`src/rtl/fms_pkg.sv`:
```
package fms_pkg;

   typedef enum logic {
      MODE_FAST = 1'b0,
      MODE_SLOW = 1'b1
   } fms_mode_e;

   localparam int unsigned FMS_MIN_SYNC = 2;

endpackage

```
`src/rtl/fms_sync.sv`:
```
module fms_sync #(
   parameter int unsigned STAGES   = 2,
   parameter bit          RISE_DET = 1'b1
) (
   input  logic clk,
   input  logic arst_n,
   input  logic din,
   output logic sync_out
);
   import fms_pkg::*;

   if (STAGES < FMS_MIN_SYNC) begin : g_bad_stages
      $error("fms_sync: STAGES must be at least %0d", FMS_MIN_SYNC);
   end

   logic [STAGES-1:0] chain_q;

   always_ff @(posedge clk or negedge arst_n) begin
      if (!arst_n) chain_q <= '0;
      else         chain_q <= {chain_q[STAGES-2:0], din};
   end

   if (RISE_DET) begin : g_edge
      logic prev_q;
      always_ff @(posedge clk or negedge arst_n) begin
         if (!arst_n) prev_q <= 1'b0;
         else         prev_q <= chain_q[STAGES-1];
      end
      assign sync_out = chain_q[STAGES-1] & ~prev_q;
   end else begin : g_level
      assign sync_out = chain_q[STAGES-1];
   end

endmodule

```
`src/rtl/fms_evt_counter.sv`:
```
module fms_evt_counter #(
   parameter int unsigned EVT_TARGET = 8,
   localparam int unsigned CW = $clog2(EVT_TARGET)
) (
   input  logic          clk,
   input  logic          arst_n,
   input  logic          zc_rise,
   input  logic          hi_lvl,
   input  logic          period_end,
   output logic          low_flag,
   output logic [CW-1:0] evt_cnt
);

   if (EVT_TARGET < 2) begin : g_bad_target
      $error("fms_evt_counter: EVT_TARGET must be at least 2");
   end

   localparam logic [CW-1:0] LAST = CW'(EVT_TARGET - 1);

   logic          flag_q;
   logic          seen_q;
   logic [CW-1:0] cnt_q;

   always_ff @(posedge clk or negedge arst_n) begin
      if (!arst_n) begin
         cnt_q  <= '0;
         flag_q <= 1'b0;
         seen_q <= 1'b0;
      end else if (hi_lvl) begin
         // high load overrides everything, including a same-cycle final event
         cnt_q  <= '0;
         flag_q <= 1'b0;
         seen_q <= 1'b0;
      end else if (flag_q) begin
         // decision made: counter parked
         cnt_q  <= '0;
         seen_q <= 1'b0;
      end else begin
         if (zc_rise) begin
            if (cnt_q == LAST) begin
               cnt_q  <= '0;
               flag_q <= 1'b1;
            end else begin
               cnt_q <= cnt_q + 1'b1;
            end
         end else if (period_end && !seen_q) begin
            cnt_q <= '0;
         end
         if (period_end) seen_q <= zc_rise;
         else if (zc_rise) seen_q <= 1'b1;
      end
   end

   assign low_flag = flag_q;
   assign evt_cnt  = cnt_q;

endmodule

```
`src/rtl/fms_clkgen.sv`:
```
module fms_clkgen #(
   parameter int unsigned BASE_PERIOD = 200,
   localparam int unsigned PW = $clog2(2 * BASE_PERIOD)
) (
   input  logic clk,
   input  logic arst_n,
   input  logic slow_req,
   output logic sw_clk,
   output logic period_end
);
   import fms_pkg::*;

   if ((BASE_PERIOD < 4) || (BASE_PERIOD % 2 != 0)) begin : g_bad_period
      $error("fms_clkgen: BASE_PERIOD must be even and at least 4");
   end

   localparam logic [PW-1:0] LIM_FAST  = PW'(BASE_PERIOD - 1);
   localparam logic [PW-1:0] LIM_SLOW  = PW'(2 * BASE_PERIOD - 1);
   localparam logic [PW-1:0] HALF_FAST = PW'(BASE_PERIOD / 2);
   localparam logic [PW-1:0] HALF_SLOW = PW'(BASE_PERIOD);

   fms_mode_e     mode_q;
   logic [PW-1:0] phase_q;
   logic [PW-1:0] limit;
   logic [PW-1:0] half;
   logic          clk_q;

   always_comb begin
      limit = (mode_q == MODE_SLOW) ? LIM_SLOW  : LIM_FAST;
      half  = (mode_q == MODE_SLOW) ? HALF_SLOW : HALF_FAST;
   end

   assign period_end = (phase_q == limit);

   always_ff @(posedge clk or negedge arst_n) begin
      if (!arst_n) begin
         phase_q <= '0;
         mode_q  <= MODE_FAST;
         clk_q   <= 1'b0;
      end else begin
         clk_q <= (phase_q < half);
         if (period_end) begin
            phase_q <= '0;
            mode_q  <= slow_req ? MODE_SLOW : MODE_FAST;
         end else begin
            phase_q <= phase_q + 1'b1;
         end
      end
   end

   assign sw_clk = clk_q;

endmodule

```
`src/rtl/freq_mode_sel.sv`:
```
module freq_mode_sel #(
   parameter int unsigned BASE_PERIOD = 200,
   parameter int unsigned EVT_TARGET  = 8,
   parameter int unsigned SYNC_STAGES = 2
) (
   input  logic clk_ref,
   input  logic en,
   input  logic zc_det,
   input  logic hi_load,
   output logic low_load,
   output logic sw_clk
);
   localparam int unsigned CW = $clog2(EVT_TARGET);

   logic          zc_rise;
   logic          hi_lvl;
   logic          period_end;
   logic [CW-1:0] evt_cnt;

   fms_sync #(.STAGES(SYNC_STAGES), .RISE_DET(1'b1)) u_zc_sync (
      .clk      (clk_ref),
      .arst_n   (en),
      .din      (zc_det),
      .sync_out (zc_rise)
   );

   fms_sync #(.STAGES(SYNC_STAGES), .RISE_DET(1'b0)) u_hi_sync (
      .clk      (clk_ref),
      .arst_n   (en),
      .din      (hi_load),
      .sync_out (hi_lvl)
   );

   fms_evt_counter #(.EVT_TARGET(EVT_TARGET)) u_cnt (
      .clk        (clk_ref),
      .arst_n     (en),
      .zc_rise    (zc_rise),
      .hi_lvl     (hi_lvl),
      .period_end (period_end),
      .low_flag   (low_load),
      .evt_cnt    (evt_cnt)
   );

   fms_clkgen #(.BASE_PERIOD(BASE_PERIOD)) u_clk (
      .clk        (clk_ref),
      .arst_n     (en),
      .slow_req   (low_load),
      .sw_clk     (sw_clk),
      .period_end (period_end)
   );

endmodule

```
`config.mk`:
```
export PLATFORM = sky130hd
export DESIGN_NAME = freq_mode_sel
export DESIGN_NICKNAME = d
export VERILOG_FILES = /design/src/rtl/fms_pkg.sv /design/src/rtl/fms_sync.sv /design/src/rtl/fms_evt_counter.sv /design/src/rtl/fms_clkgen.sv /design/src/rtl/freq_mode_sel.sv
export SDC_FILE = /design/constraint.sdc
export NUM_CORES = 1
export LEC_CHECK = 0
export BUFFER_PORTS_ARGS = -buffer_cell sky130_fd_sc_hd__buf_2
export CORE_MARGIN = 5
export CORE_UTILIZATION = 51
export DETAILED_ROUTE_END_ITERATION = 8
export PLACE_DENSITY = 0.76
export SETUP_SLACK_MARGIN = 0.15
export SLEW_MARGIN = 20
export SYNTH_ARGS = -nofsm -noshare
export SYNTH_HDL_FRONTEND = slang
export SYNTH_HIERARCHICAL = 1
export SYNTH_SLANG_ARGS = --single-unit
export TNS_END_PERCENT = 20
```
`constraint.sdc`:
```
create_clock -name clk_ref -period 1.8 [get_ports clk_ref]
set_input_delay 0.45 -clock clk_ref [delete_from_list [all_inputs] [get_ports clk_ref]]
set_output_delay 0.45 -clock clk_ref [all_outputs]
set_load 0.03 [all_outputs]
```
==> Yosys cells after proc, flatten, opt, wreduce, memory -nomap -nowiden <==
Cells that the tools add are included.
{ "totals": {"input_bits": 4, "wordCells": 37, "ff_bits": 21} }
{ "classes": {"magnitude_cmp": 1, "muxes": 17, "n_eq_ne": 2, "bitwise_logic": 2, "reduce_logical": 4, "addsub": 2} }
{ "op_table": {"columns": ["operator", "n"], "rows": [
  ["2-to-1 mux 9 bit", 2],
  ["2-to-1 mux 3 bit", 5],
  ["adder 9 x 1 -> 9 bit, second input constant", 1],
  ["equality test 9 bit", 1],
  ["< comparator 9 bit", 1],
  ["2-to-1 mux 1 bit", 9],
  ["2-to-1 mux 8 bit", 1],
  ["nonzero test 4 bit", 2],
  ["adder 3 x 1 -> 3 bit, second input constant", 1],
  ["equality test 3 bit, second input constant", 1],
  ["bitwise AND 1 bit", 1],
  ["logical AND 1 bit", 1],
  ["zero test 1 bit", 1],
  ["NOT 1 bit", 1]
]} }

==> Logic depth before layout (Yosys ltp) <==
Gate-level depths: netlist of run 1.
{ "logic_depth": {"word_depth": 7, "mapped_depth": 7} }

==> Hierarchy <==
Netlist of run 1, hierarchy kept.
{ "by_module_without_submodules": {"columns": ["mod", "cells_each", "n_inst", "area_per_inst_um2", "seq_area_each_um2"], "rows": [
  ["fms_clkgen", 52, 1, 568.0, 275.3],
  ["fms_evt_counter", 23, 1, 246.5, 125.1],
  ["fms_sync (u_zc_sync)", 4, 1, 88.8, 75.1],
  ["fms_sync (u_hi_sync)", 2, 1, 50.0, 50.0]
]} }

==> Least setup slack after synthesis of run 1 <==
OpenSTA, ideal clock, no wires.
{ "synth_path": {"kind": "register to register", "startpoint": "register u_clk.mode_q", "endpoint": "register u_cnt.cnt_q[0] (netlist: u_cnt/evt_cnt[0])", "arrival_time_ns": 1.729, "slack_ns": -0.065, "path_buffers": 0, "stages_incl_launch_ff": 6, "required_time_ns": 1.664, "setup_ns": 0.136, "period_less_slack_ns": 1.865, "cell_sequence": "dfrtp_1 > or3b_1 > a2111oi_4 > nand2b_1 > a31oi_1 > nor3_2"} }
{ "synth_between": {"elab_chain_cells": 4} }
{ "synth_rtl": {"columns": ["item", "line", "rtl"], "rows": [
  ["start, declared", "fms_clkgen.sv:22", "fms_mode_e mode_q;"],
  ["start signal, assigned", "fms_clkgen.sv:44", "mode_q <= slow_req ? MODE_SLOW : MODE_FAST;"],
  ["2-to-1 mux 9 bit", "fms_clkgen.sv:29", "limit = (mode_q == MODE_SLOW) ? LIM_SLOW : LIM_FAST;"],
  ["equality test 9 bit", "fms_clkgen.sv:33", "assign period_end = (phase_q == limit);"],
  ["net period_end", "freq_mode_sel.sv:17", "logic period_end;"],
  ["logical AND 1 bit", "fms_evt_counter.sv:46", "end else if (period_end && !seen_q) begin"],
  ["nonzero test 4 bit (no line)", null, null],
  ["end signal, assigned", "fms_evt_counter.sv:44", "cnt_q <= cnt_q + 1'b1;"],
  ["end, declared", "fms_evt_counter.sv:22", "logic [CW-1:0] cnt_q;"]
]} }
The timed path passes the listed nets, and every way through them passes these cells.
A chain may end at the register's enable or synchronous reset.

==> Final worst setup path of run 1 <==
{ "layout_path": {"startpoint": "register u_clk.phase_q[8]", "endpoint": "register u_clk.mode_q"} }
{ "layout_between": {"elab_chain_cells": 1} }
{ "layout_rtl": {"columns": ["item", "line", "rtl"], "rows": [
  ["start, declared", "fms_clkgen.sv:23", "logic [PW-1:0] phase_q;"],
  ["start signal, assigned", "fms_clkgen.sv:46", "phase_q <= phase_q + 1'b1;"],
  ["equality test 9 bit", "fms_clkgen.sv:33", null],
  ["net period_end", "freq_mode_sel.sv:17", null]
]} }
The timed path passes the listed nets, and every way through them passes these cells.

==> results.md, run 1 <==
- # diodes: 0
- MaxCap Viol Count: 0
- CTS buffer count: 3
- Drt first pass iters: 4
- Clock Skew: 0.00130 ns
- Post-CTS Hold Fix Bufs: 0
- Count leader, synth: dfrtp_1
- Clock transition at path regs: between 0.1 and 0.15 ns
- Static leakage: 0.504 nW
- # fillers: between 100 and 150
- Slowest cell delay on critical path: ~0.42 ns
- Avg Inst Size Synth: ~12 um2
- Arrival time worst endpoint: ~2.0 ns
- Gr usage total: around 14%
- P per Cell Area: between 600 and 700 nW/um2
- Largest net degree at the start of global routing: 22
- Die H: approximately 53 um
- DRT iter0 DRCs: 9
- Worst-path cell chain: or3b_4 -> a2111oi_4 -> buf_4 -> mux2_4
- Initial Util: a little over half
- Max VDD drop: slightly above 0.0005 V
- Reg2reg setup slack: 0.0001 ns
- Status: finished clean
- Final slew viol count: 0
- Max_slew headroom: ~70%
- FF+latch count, synth: 21
- Final nets: 109
- Sequential area share after synthesis: a little under three fifths
- Final Core Density: 64.9%
- Power Total: approximately 0.00073 W
- RSZ-0062 raised after global routing: true
- Routed WL: roughly 1.6 mm
- Top delay family on crit path: compound AO/OA/AOI/OAI gates
- Setup crit end kind: register
- Vias in the first global route: between 600 and 700
- FMAX: between 0.5 and 0.6 GHz
- Setup_tns: 0 ns
- Global-route congestion overflow total: 0
- Ys Warns: 6
- Die ar.: around 2800 um2
- Proportion of layout cells with a drive suffix above 1: 30.6%
- Drc violations: 0
- Syn_nets: 91
- Crit share post-route: 100%
- Worst hold path type: in2async
- Crit path buf inv count: 1
- Crit-path max FO: 4
- FF+latch area: 526 um2
- Top cells by area, synth: dfrtp_1 (55%), ha_1 (7.9%), xor2_1 (3.7%), a21oi_1 (3.1%), a2111oi_4 (2.9%)
- Post-synth top area share: 55.1%
- Width of the die: 53.2 um
- Multi-input logic area: between 400 and 500 um2
- Clock sinks: 21
- Cell area after synthesis: around 950 um2
- Largest area contributor in the synthesized netlist: dfrtp_1
- CP max stage cell: a2111oi_4
- Initial antenna violation count: 0
- Most used DFF post-synth: dfrtp_1
- Num ports: 6
- Setup CP Type: reg2reg
- Vias per inst: 5.22
- Avg WL per Cell: around 13 um
- Post-synth cell types: 26
- Via count: 642
- Post-DP HPWL: between 1 and 1.5 mm
- Clk buf depth: 2
- Critical Path RT: 1.99 ns
- # rows: 15
- Port Buffer Count: 5
- Commonest cells post-synth: dfrtp_1 (21), a21oi_1 (6), ha_1 (6)
- Synth-to-layout area growth: 18.9%
- Period minus WS final: between 1.5 and 2 ns
- RD Place Congestion: a little over 0.8
- Placed Area: 1060 um2
- Core box area: 1750 um2
- H-tree level count: 1
- Setup crit start kind: register
- Post-route cell area: between 1000 and 1500 um2
- Global-route wire length before repair: around 2.9 mm
- Clk_lat worst skew: ~0.3 ns
- Slew @ Worst Pin: 0.449 ns
- Number of synthesized flops with an enable pin: 0
- Synth Instances: 81
- Setup-failing EPs final: 0
- Final Hold Viols: 0
- CTS tree: yes
- FFs w/ async S/R, synth: between 90% and 100%
- Antenna viol nets, final: 0
- Clock root cell: clkbuf_4
-- path summary, 6_finish.rpt --
| kind | from | end | cells past startpoint |
|---|---|---|---|
| worst min register to register | u_zc_sync/chain_q[0] | u_zc_sync/chain_q[1] | 0 |
| worst max register to register | u_clk/phase_q[8] | u_clk/mode_q | 4 |
| worst max-delay path | u_clk/phase_q[8] | u_clk/mode_q | 4 |
| worst min-delay path | en | u_clk/phase_q[5] | 1 |
| max in group asynchronous | en | u_clk/phase_q[7] | 1 |
| min in group clk_ref | zc_det | u_zc_sync/chain_q[0] | 1 |
-- final cells by class --
type / instances / share of cell area (%)
multi-input combinational: 56 / 39.0
clock buffer: 3 / 1.99
inverter: 3 / 0.993
tap: 25 / 2.76
timing repair buffer: 14 / 8.50
sequential: 21 / 46.4
clock inverter: 1 / 0.442
-- cell families after synthesis --
group | count (synthesis) | synth area share, %
compound gates | 15 | 10.9
xor+xnor | 4 | 3.67
fa+ha+maj | 6 | 7.87
buf+inv | 4 | 1.57
flops | 21 | 55.1
mux | 1 | 1.57
simple gates | 30 | 19.3
-- cell usage in the layout, fill, tap and decap left out, types with 2 or more instances in the layout --
master | netlist | final
o21ai_0 | 4 | 4
and2_1 | 2 | 2
buf_4 | 0 | 8
xor2_1 | 4 | 4
or3_1 | 2 | 2
ha_1 | 6 | 5
nand2_1 | 2 | 2
clkbuf_4 | 0 | 3
a21oi_1 | 6 | 6
nor2_1 | 5 | 5
a31oi_1 | 3 | 2
nand3_1 | 4 | 4
inv_1 | 3 | 2
dfrtp_1 | 21 | 21
nor3_1 | 5 | 5
buf_2 | 0 | 5
-- repair_timing --
action | CTS | global route
endpoints found under the setup margin | 6 | 12
buffers inserted | 2 | 0
resized for setup | 1 | 5
pin swaps | 1 | 6
-- power breakdown --
part / total, W / internal (W) / switching [W]
Sequential: 0.000487 / 0.000481 / 0.00000665
Clock: 0.000220 / 0.0000828 / 0.000137
Combinational: 0.0000262 / 0.0000104 / 0.0000158
-- metal layers --
metal	global-route usage [%]	vias to the layer above	wire length, um
li1	-	321	-
met2	22.9	5	808
met4	6.38	0	14
met3	1.97	2	37
met1	18.2	314	765
met5	0	-	0
-- metrics by stage --
step                hold slack (ns)  instances  setup WS [ns]
floorplan                     0.154         81        -0.0646
global placement              0.333        117         0.0433
detailed placement            0.346        117         0.0155
CTS                          0.0863        123         0.0186
global route                  0.109        123         -0.108
finish                       0.0803        123       0.000121
-- flip-flops by register name, indices dropped and copies added, names as in the netlist --
name,cells
u_cnt/low_flag,1
u_cnt/seen_q,1
u_cnt/evt_cnt,3
u_hi_sync/chain_q,2
u_zc_sync/g_edge.prev_q,1
u_clk/mode_q,1
u_clk/phase_q,9
u_zc_sync/chain_q,2
u_clk/sw_clk,1
Power figures use the tool's default switching activity.
==> run 2, diff against run 1 <==
Settings changed: CAP_MARGIN set to 20, CORE_ASPECT_RATIO set to 1.5, CORE_UTILIZATION 51 to 45, PLACE_DENSITY 0.76 to 0.69.
==> results.md, run 2 (synthesis gave the netlist of run 1 again) <==
- Crit-path max FO: 4
- Switching share of power: a little over a fifth
- Global-route wire length before repair: a little over 3 mm
- DRT iter0 DRCs: 15
- Setup crit start kind: register
- Net switching power: 0.000162 W
- Initial Util: a little under half
- Most common cell after layout, fill and taps aside: dfrtp_1
- Slowest cell delay on critical path: 0.43 ns
- CTS tree: yes
- Status: finished, violations left
- Worst hold path type: in2async
- Setup CP Type: reg2reg
- Vias in the first global route: ~700
- Internal power: between 0.0005 and 0.0006 W
- Clk_lat worst skew: approximately 0.3 ns
- CTS buffer count: 3
- Final nets: between 100 and 150
- Arrival time worst endpoint: 2.01 ns
- Setup-failing EPs final: 1
- Hold WS: 0.0839 ns
- Die ar.: ~3200 um2
- Max VDD drop: 0.000399 V
- Core box area: roughly 2000 um2
- Dpl cells: about 110
- Dpl ws: -0.0230 ns
- Most frequent cells in the layout: dfrtp_1 (21), buf_4 (9), ha_1 (6)
- Top delay family on crit path: flip-flops
- Finished Layout Cells: between 100 and 150
- Max_slew headroom: between 60 and 70%
- Crit path buf inv count: 1
- Clk buf depth: 2
- Avg WL per Cell: between 10 and 15 um
- Width of the die: 47.6 um
- Routed WL: 1.80 mm
- RSZ-0062 raised after global routing: true
- Post-CTS Hold Fix Bufs: 0
- # rows: 20
- H-tree level count: 1
- Clock power share: between 30% and 40%
- Period minus WS final: 1.82 ns
- Setup_tns: -0.0192 ns
- # fillers: roughly 180
- Setup crit end kind: register
- Max reg flops: 9
- Reg power frac: 66.3%
- Post-DP HPWL: 1.37 mm
- Global-route congestion overflow total: 0
- Gr usage total: between 10% and 20%
- Reg with most FFs: u_clk/phase_q
- # diodes: 0
- Num ports: 6
- Clock sinks: 21
- CP max stage cell: dfrtp_1
- Initial antenna violation count: 0
- Largest net degree at the start of global routing: 22
- Vias per inst: between 5 and 6
- Slew @ Worst Pin: roughly 0.46 ns
- Clock transition at path regs: between 0.1 and 0.15 ns
- Static leakage: 0.491 nW
- Drt first pass iters: 4
- Critical Path RT: 1.99 ns
- Clock root cell: clkbuf_4
- Synth-to-layout area growth: 16.4%
- Final slew viol count: 0
- Combinational share of power: roughly 3.7%
- Antenna viol nets, final: 0
- MaxCap Viol Count: 0
- Proportion of layout cells with a drive suffix above 1: 28.6%
- RD Place Congestion: approximately 0.75
- Die H: 66.4 um
- FMAX: 0.550 GHz
- Drc violations: 0
- Failing checks: setup timing
- Clock Skew: around 0.0023 ns
- P per Cell Area: 663 nW/um2
- Port Buffer Count: 5
- Via count: between 600 and 700
- Final Hold Viols: 0
- Crit share post-route: 101%
- Slack of the critical path: -0.0192 ns
- Worst-path cell chain: or3b_4 -> a2111oi_4 -> buf_4 -> mux2_4
## run 2: layout make-up
cell class	instances	area [um2]	share of cell area, %
clock buffers	3	22.5	2.03
clock inverters	1	5.00	0.451
inverters	3	11.3	1.01
multi-input cells	56	425	38.3
flip-flops and latches	21	526	47.4
well taps	22	27.5	2.48
repair buffers	14	92.6	8.34
## run 2: stage by stage
step                total power (W)  cell area, um2  util, %
global route               0.000769            1110     54.8
global placement           0.000521            1050     52.0
floorplan                  0.000507             953        -
finish                     0.000736            1110     54.8
CTS                        0.000746            1080     53.5
detailed placement         0.000523            1050     52.0
## run 2: routing by layer
metal | part of all wire, % | track usage [%] | vias up
met4 | 1.7 | 6.06 | 0
met3 | 2.1 | 1.63 | 5
met1 | 40 | 15.5 | 319
li1 | - | - | 321
met2 | 56 | 23.0 | 7
met5 | 0 | 0 | -
## run 2: power groups by stage
stage	clock [W]	sequential [W]	combinational [W]
finish	0.000221	0.000488	0.0000274
global route	0.000248	0.000489	0.0000322
CTS	0.000232	0.000487	0.0000264
detailed placement	0	0.000497	0.0000263
global placement	0	0.000496	0.0000248
floorplan	0	0.000495	0.0000117
## run 2: worst paths after layout
path	to	from	slack, ns	cells past startpoint
min in group clk_ref	u_zc_sync/chain_q[0]	zc_det	0.25	1
worst min-delay path	u_clk/phase_q[5]	en	0.08	1
max in group asynchronous	u_cnt/seen_q	en	1.40	1
worst max-delay path	u_clk/mode_q	u_clk/mode_q	-0.02	4
worst min register to register	u_hi_sync/chain_q[1]	u_hi_sync/chain_q[0]	0.36	0
worst max register to register	u_clk/mode_q	u_clk/mode_q	-0.02	4
## run 2: repair_timing
action | CTS | global route
endpoints found under the setup margin | 12 | 12
pin swaps | 1 | 3
buffers inserted | 0 | 2
resized for setup | 1 | 2
hold endpoints to repair | 0 | 0
